$ cat src/rtl/twophase_pkg.sv
package twophase_pkg;

    typedef enum logic [2:0] {
        ST_SYNC = 3'd0,
        ST_LEAD = 3'd1,
        ST_HI1  = 3'd2,
        ST_MID  = 3'd3,
        ST_HI2  = 3'd4
    } tp_state_e;

    localparam int NUM_FIELDS = 3;
    localparam int FLD_GAP    = 0;
    localparam int FLD_W1     = 1;
    localparam int FLD_W2     = 2;

endpackage

$ cat src/rtl/tp_cfg_hold.sv
module tp_cfg_hold
    import twophase_pkg::*;
#(
    parameter int CFG_W = 4
) (
    input  logic             clk_ref,
    input  logic             rst_n,
    input  logic             load,
    input  logic [CFG_W-1:0] cfg_in  [NUM_FIELDS],
    output logic [CFG_W-1:0] cfg_eff [NUM_FIELDS]
);

    localparam logic [CFG_W-1:0] ONE = CFG_W'(1);

    for (genvar f = 0; f < NUM_FIELDS; f++) begin : g_field
        logic [CFG_W-1:0] live;
        logic [CFG_W-1:0] held;

        // zero is raised to the minimum of one cycle
        assign live = (cfg_in[f] == '0) ? ONE : cfg_in[f];

        always_ff @(posedge clk_ref or negedge rst_n) begin
            if (!rst_n) begin
                held <= ONE;
            end else if (load) begin
                held <= live;
            end
        end

        // during the opening cycle the live value is used; later the held one
        assign cfg_eff[f] = load ? live : held;
    end

endmodule

$ cat src/rtl/tp_seq_fsm.sv
module tp_seq_fsm
    import twophase_pkg::*;
#(
    parameter int CFG_W = 4
) (
    input  logic             clk_ref,
    input  logic             rst_n,
    input  logic [CFG_W-1:0] gap_len,
    input  logic [CFG_W-1:0] w1_len,
    input  logic [CFG_W-1:0] w2_len,
    output tp_state_e        state,
    output tp_state_e        state_nxt
);

    localparam logic [CFG_W-1:0] ONE = CFG_W'(1);
    localparam logic [CFG_W-1:0] TWO = CFG_W'(2);

    logic [CFG_W-1:0] cnt;
    logic [CFG_W-1:0] cnt_nxt;
    logic             cnt_done;

    assign cnt_done = (cnt == '0);

    always_comb begin
        state_nxt = state;
        cnt_nxt   = cnt - ONE;
        unique case (state)
            ST_SYNC: begin
                if (gap_len == ONE) begin
                    state_nxt = ST_HI1;
                    cnt_nxt   = w1_len - ONE;
                end else begin
                    state_nxt = ST_LEAD;
                    cnt_nxt   = gap_len - TWO;
                end
            end
            ST_LEAD: begin
                if (cnt_done) begin
                    state_nxt = ST_HI1;
                    cnt_nxt   = w1_len - ONE;
                end
            end
            ST_HI1: begin
                if (cnt_done) begin
                    state_nxt = ST_MID;
                    cnt_nxt   = gap_len - ONE;
                end
            end
            ST_MID: begin
                if (cnt_done) begin
                    state_nxt = ST_HI2;
                    cnt_nxt   = w2_len - ONE;
                end
            end
            ST_HI2: begin
                if (cnt_done) begin
                    state_nxt = ST_SYNC;
                    cnt_nxt   = '0;
                end
            end
            default: begin
                state_nxt = ST_SYNC;
                cnt_nxt   = '0;
            end
        endcase
    end

    always_ff @(posedge clk_ref or negedge rst_n) begin
        if (!rst_n) begin
            state <= ST_SYNC;
            cnt   <= '0;
        end else begin
            state <= state_nxt;
            cnt   <= cnt_nxt;
        end
    end

endmodule

$ cat src/rtl/tp_out_reg.sv
module tp_out_reg
    import twophase_pkg::*;
(
    input  logic      clk_ref,
    input  logic      rst_n,
    input  tp_state_e state,
    input  tp_state_e state_nxt,
    output logic      ph1_q,
    output logic      ph2_q,
    output logic      ph1_stb,
    output logic      ph2_stb
);

    always_ff @(posedge clk_ref or negedge rst_n) begin
        if (!rst_n) begin
            ph1_q   <= 1'b0;
            ph2_q   <= 1'b0;
            ph1_stb <= 1'b0;
            ph2_stb <= 1'b0;
        end else begin
            ph1_q   <= (state_nxt == ST_HI1);
            ph2_q   <= (state_nxt == ST_HI2);
            ph1_stb <= (state_nxt == ST_HI1) && (state != ST_HI1);
            ph2_stb <= (state_nxt == ST_HI2) && (state != ST_HI2);
        end
    end

endmodule

$ cat src/rtl/twophase_clkgen.sv
module twophase_clkgen
    import twophase_pkg::*;
#(
    parameter int CFG_W = 4
) (
    input  logic             clk_ref,
    input  logic             rst_n,
    input  logic [CFG_W-1:0] gap_cycles,
    input  logic [CFG_W-1:0] ph1_cycles,
    input  logic [CFG_W-1:0] ph2_cycles,
    output logic             ph1_out,
    output logic             ph2_out,
    output logic             ph1_start,
    output logic             ph2_start
);

    tp_state_e        state;
    tp_state_e        state_nxt;
    logic [CFG_W-1:0] cfg_raw [NUM_FIELDS];
    logic [CFG_W-1:0] cfg_eff [NUM_FIELDS];

    assign cfg_raw[FLD_GAP] = gap_cycles;
    assign cfg_raw[FLD_W1]  = ph1_cycles;
    assign cfg_raw[FLD_W2]  = ph2_cycles;

    tp_cfg_hold #(.CFG_W(CFG_W)) u_cfg (
        .clk_ref (clk_ref),
        .rst_n   (rst_n),
        .load    (state == ST_SYNC),
        .cfg_in  (cfg_raw),
        .cfg_eff (cfg_eff)
    );

    tp_seq_fsm #(.CFG_W(CFG_W)) u_fsm (
        .clk_ref   (clk_ref),
        .rst_n     (rst_n),
        .gap_len   (cfg_eff[FLD_GAP]),
        .w1_len    (cfg_eff[FLD_W1]),
        .w2_len    (cfg_eff[FLD_W2]),
        .state     (state),
        .state_nxt (state_nxt)
    );

    tp_out_reg u_out (
        .clk_ref   (clk_ref),
        .rst_n     (rst_n),
        .state     (state),
        .state_nxt (state_nxt),
        .ph1_q     (ph1_out),
        .ph2_q     (ph2_out),
        .ph1_stb   (ph1_start),
        .ph2_stb   (ph2_start)
    );

endmodule

$ cat config.mk
export PLATFORM = sky130hd
export DESIGN_NAME = twophase_clkgen
export DESIGN_NICKNAME = d
export VERILOG_FILES = /design/src/rtl/twophase_pkg.sv /design/src/rtl/tp_cfg_hold.sv /design/src/rtl/tp_seq_fsm.sv /design/src/rtl/tp_out_reg.sv /design/src/rtl/twophase_clkgen.sv
export SDC_FILE = /design/constraint.sdc
export NUM_CORES = 1
export LEC_CHECK = 0
export BUFFER_PORTS_ARGS = -buffer_cell sky130_fd_sc_hd__buf_2
export CAP_MARGIN = 20
export CORE_AREA = 2 2 60 62
export DETAILED_ROUTE_END_ITERATION = 8
export DIE_AREA = 0 0 62 64
export PLACE_DENSITY = 0.62
export SETUP_SLACK_MARGIN = 0.2
export SLEW_MARGIN = 15
export SYNTH_ARGS = -nofsm -noshare
export SYNTH_HDL_FRONTEND = slang
export SYNTH_SLANG_ARGS = --single-unit
$ cat constraint.sdc
create_clock -name clk_ref -period 5.23 [get_ports clk_ref]
set_clock_uncertainty 0.05 [all_clocks]
set_input_delay 0.2615 -clock clk_ref [delete_from_list [all_inputs] [get_ports clk_ref]]
set_output_delay 0.2615 -clock clk_ref [all_outputs]
set_load 0.01 [all_outputs]
==> impl_results.md, run 1 <==
* Cells after Synth at 153
* VDD IR max at 0.207 mV
* Initial core utilization at 43.5%
* Row cnt at 21
* CTS tree: done
* Final HPWL DP at 2.38 mm
* Final worst-path cycle share at 54.4%
* Final WS setup at 2.38 ns
* Hold violation count in the final report at 0
* Post-Route Setup TNS at 0 ns
* CTS H-tree lvls at 1
* Worst-skew pair later-pin latency at 0.31 ns
* Routed WL at 3.09 mm
* Number of synthesized flops with an enable pin at 0
* Max frequency at 0.351 GHz
* GPL Wtd Cong at 0.835
* TritonRoute pass-1 iters at 4
* Initial antenna violation count at 0
* Power Density at 573 mW/mm²
* Cells along the critical path: nor3_2, buf_4, mux2i_1, ha_1, nor3b_2, nand2_1, a211o_1, nand2b_1, o211ai_1
* Area added between synthesis and finish at 9.54%
* Final setup viols at 0
* Crit path required time at 5.42 ns
* FF+latch count, synth at 23
* Critical path type: reg -> reg
* Clock Path Buffers at 2
* Vias per cell at 5.51
* Syn Nets at 173
* Iteration-0 DRC Markers at 34
* Core Region at 0.00328 mm²
* Buffers and inverters on the worst path at 1
* Status: complete, no violations
* CP arrival at 3.04 ns
* Worst hold path type: in -> reg
* DRC viols at 0
* Post-route ant nets at 0
* Leakage at 0.686 nW
* Hold Buf Count CTS at 1
* Nets at 189
* Sequential area share after synthesis at 40.5%
* Total track usage at 17.7%
* Largest net degree at the start of global routing at 24
* Top delay family on crit path: simple AND/OR/NAND/NOR gates
* Startpoint Class: flop
* Slowest cell on crit path: dfrtp_1
* Port-buffer cells at 17
* Setup bufs post-CTS at 0
* Clock transition at path regs at 0.13 ns
* Tmin final at 2.85 ns
* CP max FO at 23
* Post-CTS resize count at 0
* Final-layout fill cell count at 321
* Top_reg_cell synth: dfrtp_1
* Die ar. at 0.00397 mm²
* Yosys Warn Count at 0
* DIE HEIGHT at 64 µm
* Max-cap violations at 0
* Clock buffer count from CTS at 3
* Share of layout cells above drive strength 1 at 18.5%
* Wire per inst at 14.4 µm
* Vias in the first global route at 1119
* Avg Cell Area, Syn at 9.35 µm²
* Crit path capture type: flop
* Diode count at 0
* GRT Residual Overflow at 0
* Vias at 1180
* Netlist cell types at 44
* Final Max Slew Viols at 0
* CP peak stage delay at 0.55 ns
* CTS root buf: clkbuf_4
* CTS sink cnt at 23
* RSZ-0062 raised after global routing: false
* Ys async rst share at 100%
* Pre-CTS WS at 2.39 ns
* IO Pins at 18
* Worst-margin pin slew at 0.511 ns
* Synthesized area at 0.00143 mm²
* Die X-Extent at 62 µm
* First-pass GRT wire length at 5.23 mm
* Max_slew headroom at 65.9%
==> area by class of cell <==
cell class              count  area (µm²)  share of cell area, %
multi-input cells         110         756                   48.2
repair buffers             19         103                   6.55
clock buffers               4        26.3                   1.68
well taps                  46        57.6                   3.67
inverters                  12        45.0                   2.88
flip-flops and latches     23         579                   37.0
==> worst paths after layout <==
| kind | start | endpoint | slack (ns) | depth (start not counted) |
|---|---|---|---|---|
| max in group asynchronous | rst_n | u_cfg.g_field[1].held[0] | 4.39 | 2 |
| hold reg to reg | u_cfg.g_field[0].held[3] | u_cfg.g_field[0].held[3] | 0.48 | 1 |
| hold / removal | ph2_cycles[3] | u_cfg.g_field[2].held[3] | 0.12 | 2 |
| setup / recovery | u_fsm.state[0] | u_fsm.cnt[3] | 2.38 | 9 |
| setup reg to reg | u_fsm.state[0] | u_fsm.cnt[3] | 2.38 | 9 |
| min in group asynchronous | rst_n | u_cfg.g_field[2].held[2] | 0.38 | 2 |
==> metrics by stage <==
| step | cells | hold WS (ns) | total power, mW | instance area (µm²) | util (%) |
|---|---|---|---|---|---|
| CTS | 214 | 0.115 | 0.905 | 1570 | 47.7 |
| floorplan | 153 | -0.0841 | 0.700 | 1430 | - |
| global route | 214 | 0.122 | 0.979 | 1570 | 47.7 |
| detailed placement | 209 | 0.216 | 0.818 | 1530 | 46.6 |
| global placement | 209 | 0.213 | 0.815 | 1530 | 46.6 |
| finish | 214 | 0.119 | 0.898 | 1570 | 47.7 |
==> cells by family after synthesis <==
family	count (synthesis)	synth area share, %
and+or+nand+nor	48	17.5
xor gates and xnor gates	7	4.29
AOI/OAI and AO/OA	39	18.4
buffers and inverters	20	6.65
muxes	10	7.44
DFF	23	40.5
adders and majority gates	6	5.25
==> synth_stat cells (2+ instances only) <==
library cell | n | share of area (%)
a211o_1 | 2 | 1.2
a211oi_1 | 2 | 1.0
a21oi_1 | 6 | 2.1
a31o_1 | 2 | 1.2
a31oi_1 | 3 | 1.3
buf_2 | 4 | 1.4
buf_4 | 2 | 1.0
dfrtp_1 | 20 | 35
dfstp_2 | 3 | 5.5
ha_1 | 6 | 5.2
inv_1 | 11 | 2.9
mux2_1 | 4 | 3.1
mux2i_1 | 5 | 3.5
nand2_1 | 9 | 2.4
nand2b_1 | 2 | 0.87
nand3_1 | 2 | 0.70
nor2_1 | 15 | 3.9
nor3_1 | 10 | 3.5
nor3b_2 | 2 | 1.7
o21ai_0 | 11 | 3.8
o221ai_1 | 2 | 1.2
or3_1 | 3 | 1.3
xnor2_1 | 5 | 3.1
xor2_1 | 2 | 1.2
==> cells in the final DEF, fill, tap and decap left out, types with 2 or more instances in the layout <==
| master | count |
|---|---|
| clkbuf_4 | 3 |
| ha_1 | 6 |
| a21oi_1 | 6 |
| nand3_1 | 2 |
| a31oi_1 | 3 |
| a211o_1 | 2 |
| xnor2_1 | 5 |
| nor3_1 | 10 |
| dfrtp_1 | 20 |
| o221ai_1 | 2 |
| nand2b_1 | 2 |
| buf_2 | 17 |
| nand2_1 | 9 |
| or3_1 | 3 |
| nor3b_2 | 2 |
| dfstp_2 | 3 |
| nor2_1 | 15 |
| a211oi_1 | 2 |
| mux2i_1 | 5 |
| inv_1 | 11 |
| mux2_1 | 4 |
| xor2_1 | 2 |
| o21ai_0 | 11 |
| a31o_1 | 2 |
==> state kept, by name (all words and copies together), names as in the netlist <==
register            cells
u_out.ph2_q             1
u_fsm.cnt               4
u_cfg.g_field.held     12
u_fsm.state             3
u_out.ph1_stb           1
u_out.ph2_stb           1
u_out.ph1_q             1
==> where the power goes <==
part / leakage (nW) / total [mW] / internal (mW) / switching [mW]
Combinational: 0.399 / 0.456 / 0.213 / 0.243
Sequential: 0.272 / 0.358 / 0.266 / 0.0918
Clock: 0.0150 / 0.0840 / 0.0298 / 0.0541
==> layer usage <==
metal | part of all wire, % | track usage, % | routed length (µm)
met1 | 45 | 24.7 | 1380
met2 | 49 | 28.3 | 1530
met3 | 4.4 | 1.82 | 135
met4 | 1.6 | 5.59 | 48
met5 | 0 | 0 | 0
Note: power is estimated with default switching activity, not from simulation.
==> inputs of run 2 (changes only) <==
clock period = 3 ns   (was 5.23 ns; I/O delays follow)
==> impl_results.md, run 2 (same netlist as run 1, synthesis figures left out) <==
* Status: complete, no violations
* Port-buffer cells at 17 (unchanged)
* Post-CTS resize count at 0 (unchanged)
* Final worst-path cycle share at 86.9% (+32 points)
* Crit path capture type: flop
* Core Region at 0.00328 mm² (unchanged)
* RR Endpoint: u_fsm.cnt[1]
* Post-Route Setup TNS at 0 ns (unchanged)
* IO Pins at 18 (unchanged)
* Hold Crit Start: ph1_cycles[3]
* Cells along the critical path: nor3_2, buf_4, mux2i_1, ha_1, nor3b_2, nand2_1, a211o_1, o221ai_1
* Worst hold path stage count at 2 (unchanged)
* Final Max Slew Viols at 0 (unchanged)
* DRC viols at 0 (unchanged)
* CP arrival at 2.77 ns (-0.27 ns)
* Reg area at 579 µm² (unchanged)
* Max_slew headroom at 65.2% (-0.74 points)
* Slowest cell on crit path: dfrtp_1
* Top flop regs: u_cfg.g_field.held (12), u_fsm.cnt (4), u_fsm.state (3)
* Max frequency at 0.384 GHz (+9.2%)
* RSZ-0062 raised after global routing: false
* Final setup viols at 0 (unchanged)
* Wire per inst at 14.9 µm (+3.5%)
* Hold Buf Count CTS at 2 (+1)
* Area added between synthesis and finish at 12.4%
* GPL Wtd Cong at 0.841 (+0.79%)
* CTS sink cnt at 23 (unchanged)
* Tmin final at 2.61 ns (-0.241 ns)
* CP startpoint: u_fsm.state[0]
* CTS root buf: clkbuf_4
* CTS H-tree lvls at 1 (unchanged)
* Post-route ant nets at 0 (unchanged)
* Clock transition at path regs at 0.14 ns (about the same)
* Clock buffer count from CTS at 3 (unchanged)
* Nets at 194 (+2.6%)
* Routed WL at 3.27 mm (+5.9%)
* Row cnt at 21 (unchanged)
* CP peak stage delay at 0.56 ns (about the same)
* Die ar. at 0.00397 mm² (unchanged)
* DP Area at 0.00156 mm² (+2.0%)
* Area of the multi-input gates at 756 µm² (unchanged)
* Final HPWL DP at 2.42 mm (+1.8%)
* Worst hold path type: in -> reg
* Largest net degree at the start of global routing at 24 (unchanged)
* Worst-skew pair later-pin latency at 0.32 ns (about the same)
* Share of layout cells above drive strength 1 at 20.8% (+2.4 points)
* TritonRoute pass-1 iters at 4 (unchanged)
* Vias per cell at 5.56 (+0.78%)
* R2R depth at 8 (-1)
* Reg-to-reg setup timing slack at 0.39 ns (-1.99 ns)
* CP max FO at 18 (-22%)
* Final-layout fill cell count at 349 (+8.7%)
* Pre-CTS WS at 0.493 ns (-1.90 ns)
* Most flops, register: u_cfg.g_field.held
* Vias in the first global route at 1190 (+6.3%)
* Hold EP: u_cfg.g_field[1].held[3]
* Max reg flops at 12 (unchanged)
* First-pass GRT wire length at 5.72 mm (+9.4%)
* Power Density at 1010 mW/mm² (+75%)
* Startpoint Class: flop
* Iteration-0 DRC Markers at 46 (+35%)
* Diode count at 0 (unchanged)
* Total track usage at 19.3% (+1.6 points)
* Reg2reg start: u_fsm.state[0]
* Die X-Extent at 62 µm (unchanged)
* Setup bufs post-CTS at 0 (unchanged)
* Leakage at 0.714 nW (+4.0%)
* DIE HEIGHT at 64 µm (unchanged)
* Hold violation count in the final report at 0 (unchanged)
* Worst-margin pin slew at 0.522 ns (+0.0111 ns)
* CTS tree: done
* Initial core utilization at 43.5% (unchanged)
* Most common cell after layout, fill and taps aside: dfrtp_1
* Commonest cells after routing, fill and taps aside: dfrtp_1, buf_2, nor2_1
* Fin area at 0.00161 mm² (+2.6%)
* Clock Path Buffers at 2 (unchanged)
* Critical path type: reg -> reg
* GRT Residual Overflow at 0 (unchanged)
* Final WS setup at 0.394 ns (-1.99 ns)
* VDD IR max at 0.408 mV (+97%)
* Crit path required time at 3.17 ns (-2.25 ns)
* Max-cap violations at 0 (unchanged)
* Vias at 1217 (+3.1%)
* Initial antenna violation count at 0 (unchanged)
[run 2: layer usage]
layer / wire length (µm) / up-vias / track usage, %
li1: - / 584 / -
met1: 1460 / 594 / 27.9
met2: 1650 / 35 / 30.2
met3: 126 / 4 / 1.82
met4: 33 / 0 / 5.59
met5: 0 / - / 0
[run 2: worst max-delay path by stage]
stage               depth (start not counted)  slack (ns)           end
floorplan                                  11        0.40  u_fsm.cnt[3]
global placement                            9        0.48  u_fsm.cnt[1]
detailed placement                          8        0.49  u_fsm.cnt[1]
finish                                      8        0.39  u_fsm.cnt[1]
global route                                9        0.24  u_fsm.cnt[1]
CTS                                         9        0.44  u_fsm.cnt[1]
[run 2: worst max-delay path, delay by kind of cell (launching register included)]
family,cells,cell delay (ns)
compound gates,2,0.58
flops,1,0.56
simple gates,3,0.51
mux,1,0.32
buf+inv,1,0.27
fa+ha+maj,1,0.22
[run 2: area by class of cell]
type,instances,share of cell area (%)
Clock inverter,1,0.311
Multi-Input combinational cell,110,47.0
Tap cell,46,3.58
Timing Repair Buffer,24,8.87
Inverter,12,2.80
Sequential cell,23,36.0
Clock buffer,3,1.40
[run 2: power breakdown]
part | switching (mW) | total [mW] | internal, mW
registers | 0.134 | 0.599 | 0.464
clock network | 0.101 | 0.151 | 0.0500
logic | 0.473 | 0.867 | 0.395
[run 2: stage by stage]
stage / hold slack, ns / utilization [%] / power (mW) / instances
after floorplan: -0.196 / - / 1.22 / 153
after global placement: 0.104 / 47.5 / 1.45 / 213
after detailed placement: 0.111 / 47.5 / 1.46 / 213
after CTS: 0.00326 / 49.0 / 1.62 / 219
after global routing: 0.00990 / 49.0 / 1.76 / 219
final: 0.0107 / 49.0 / 1.62 / 219
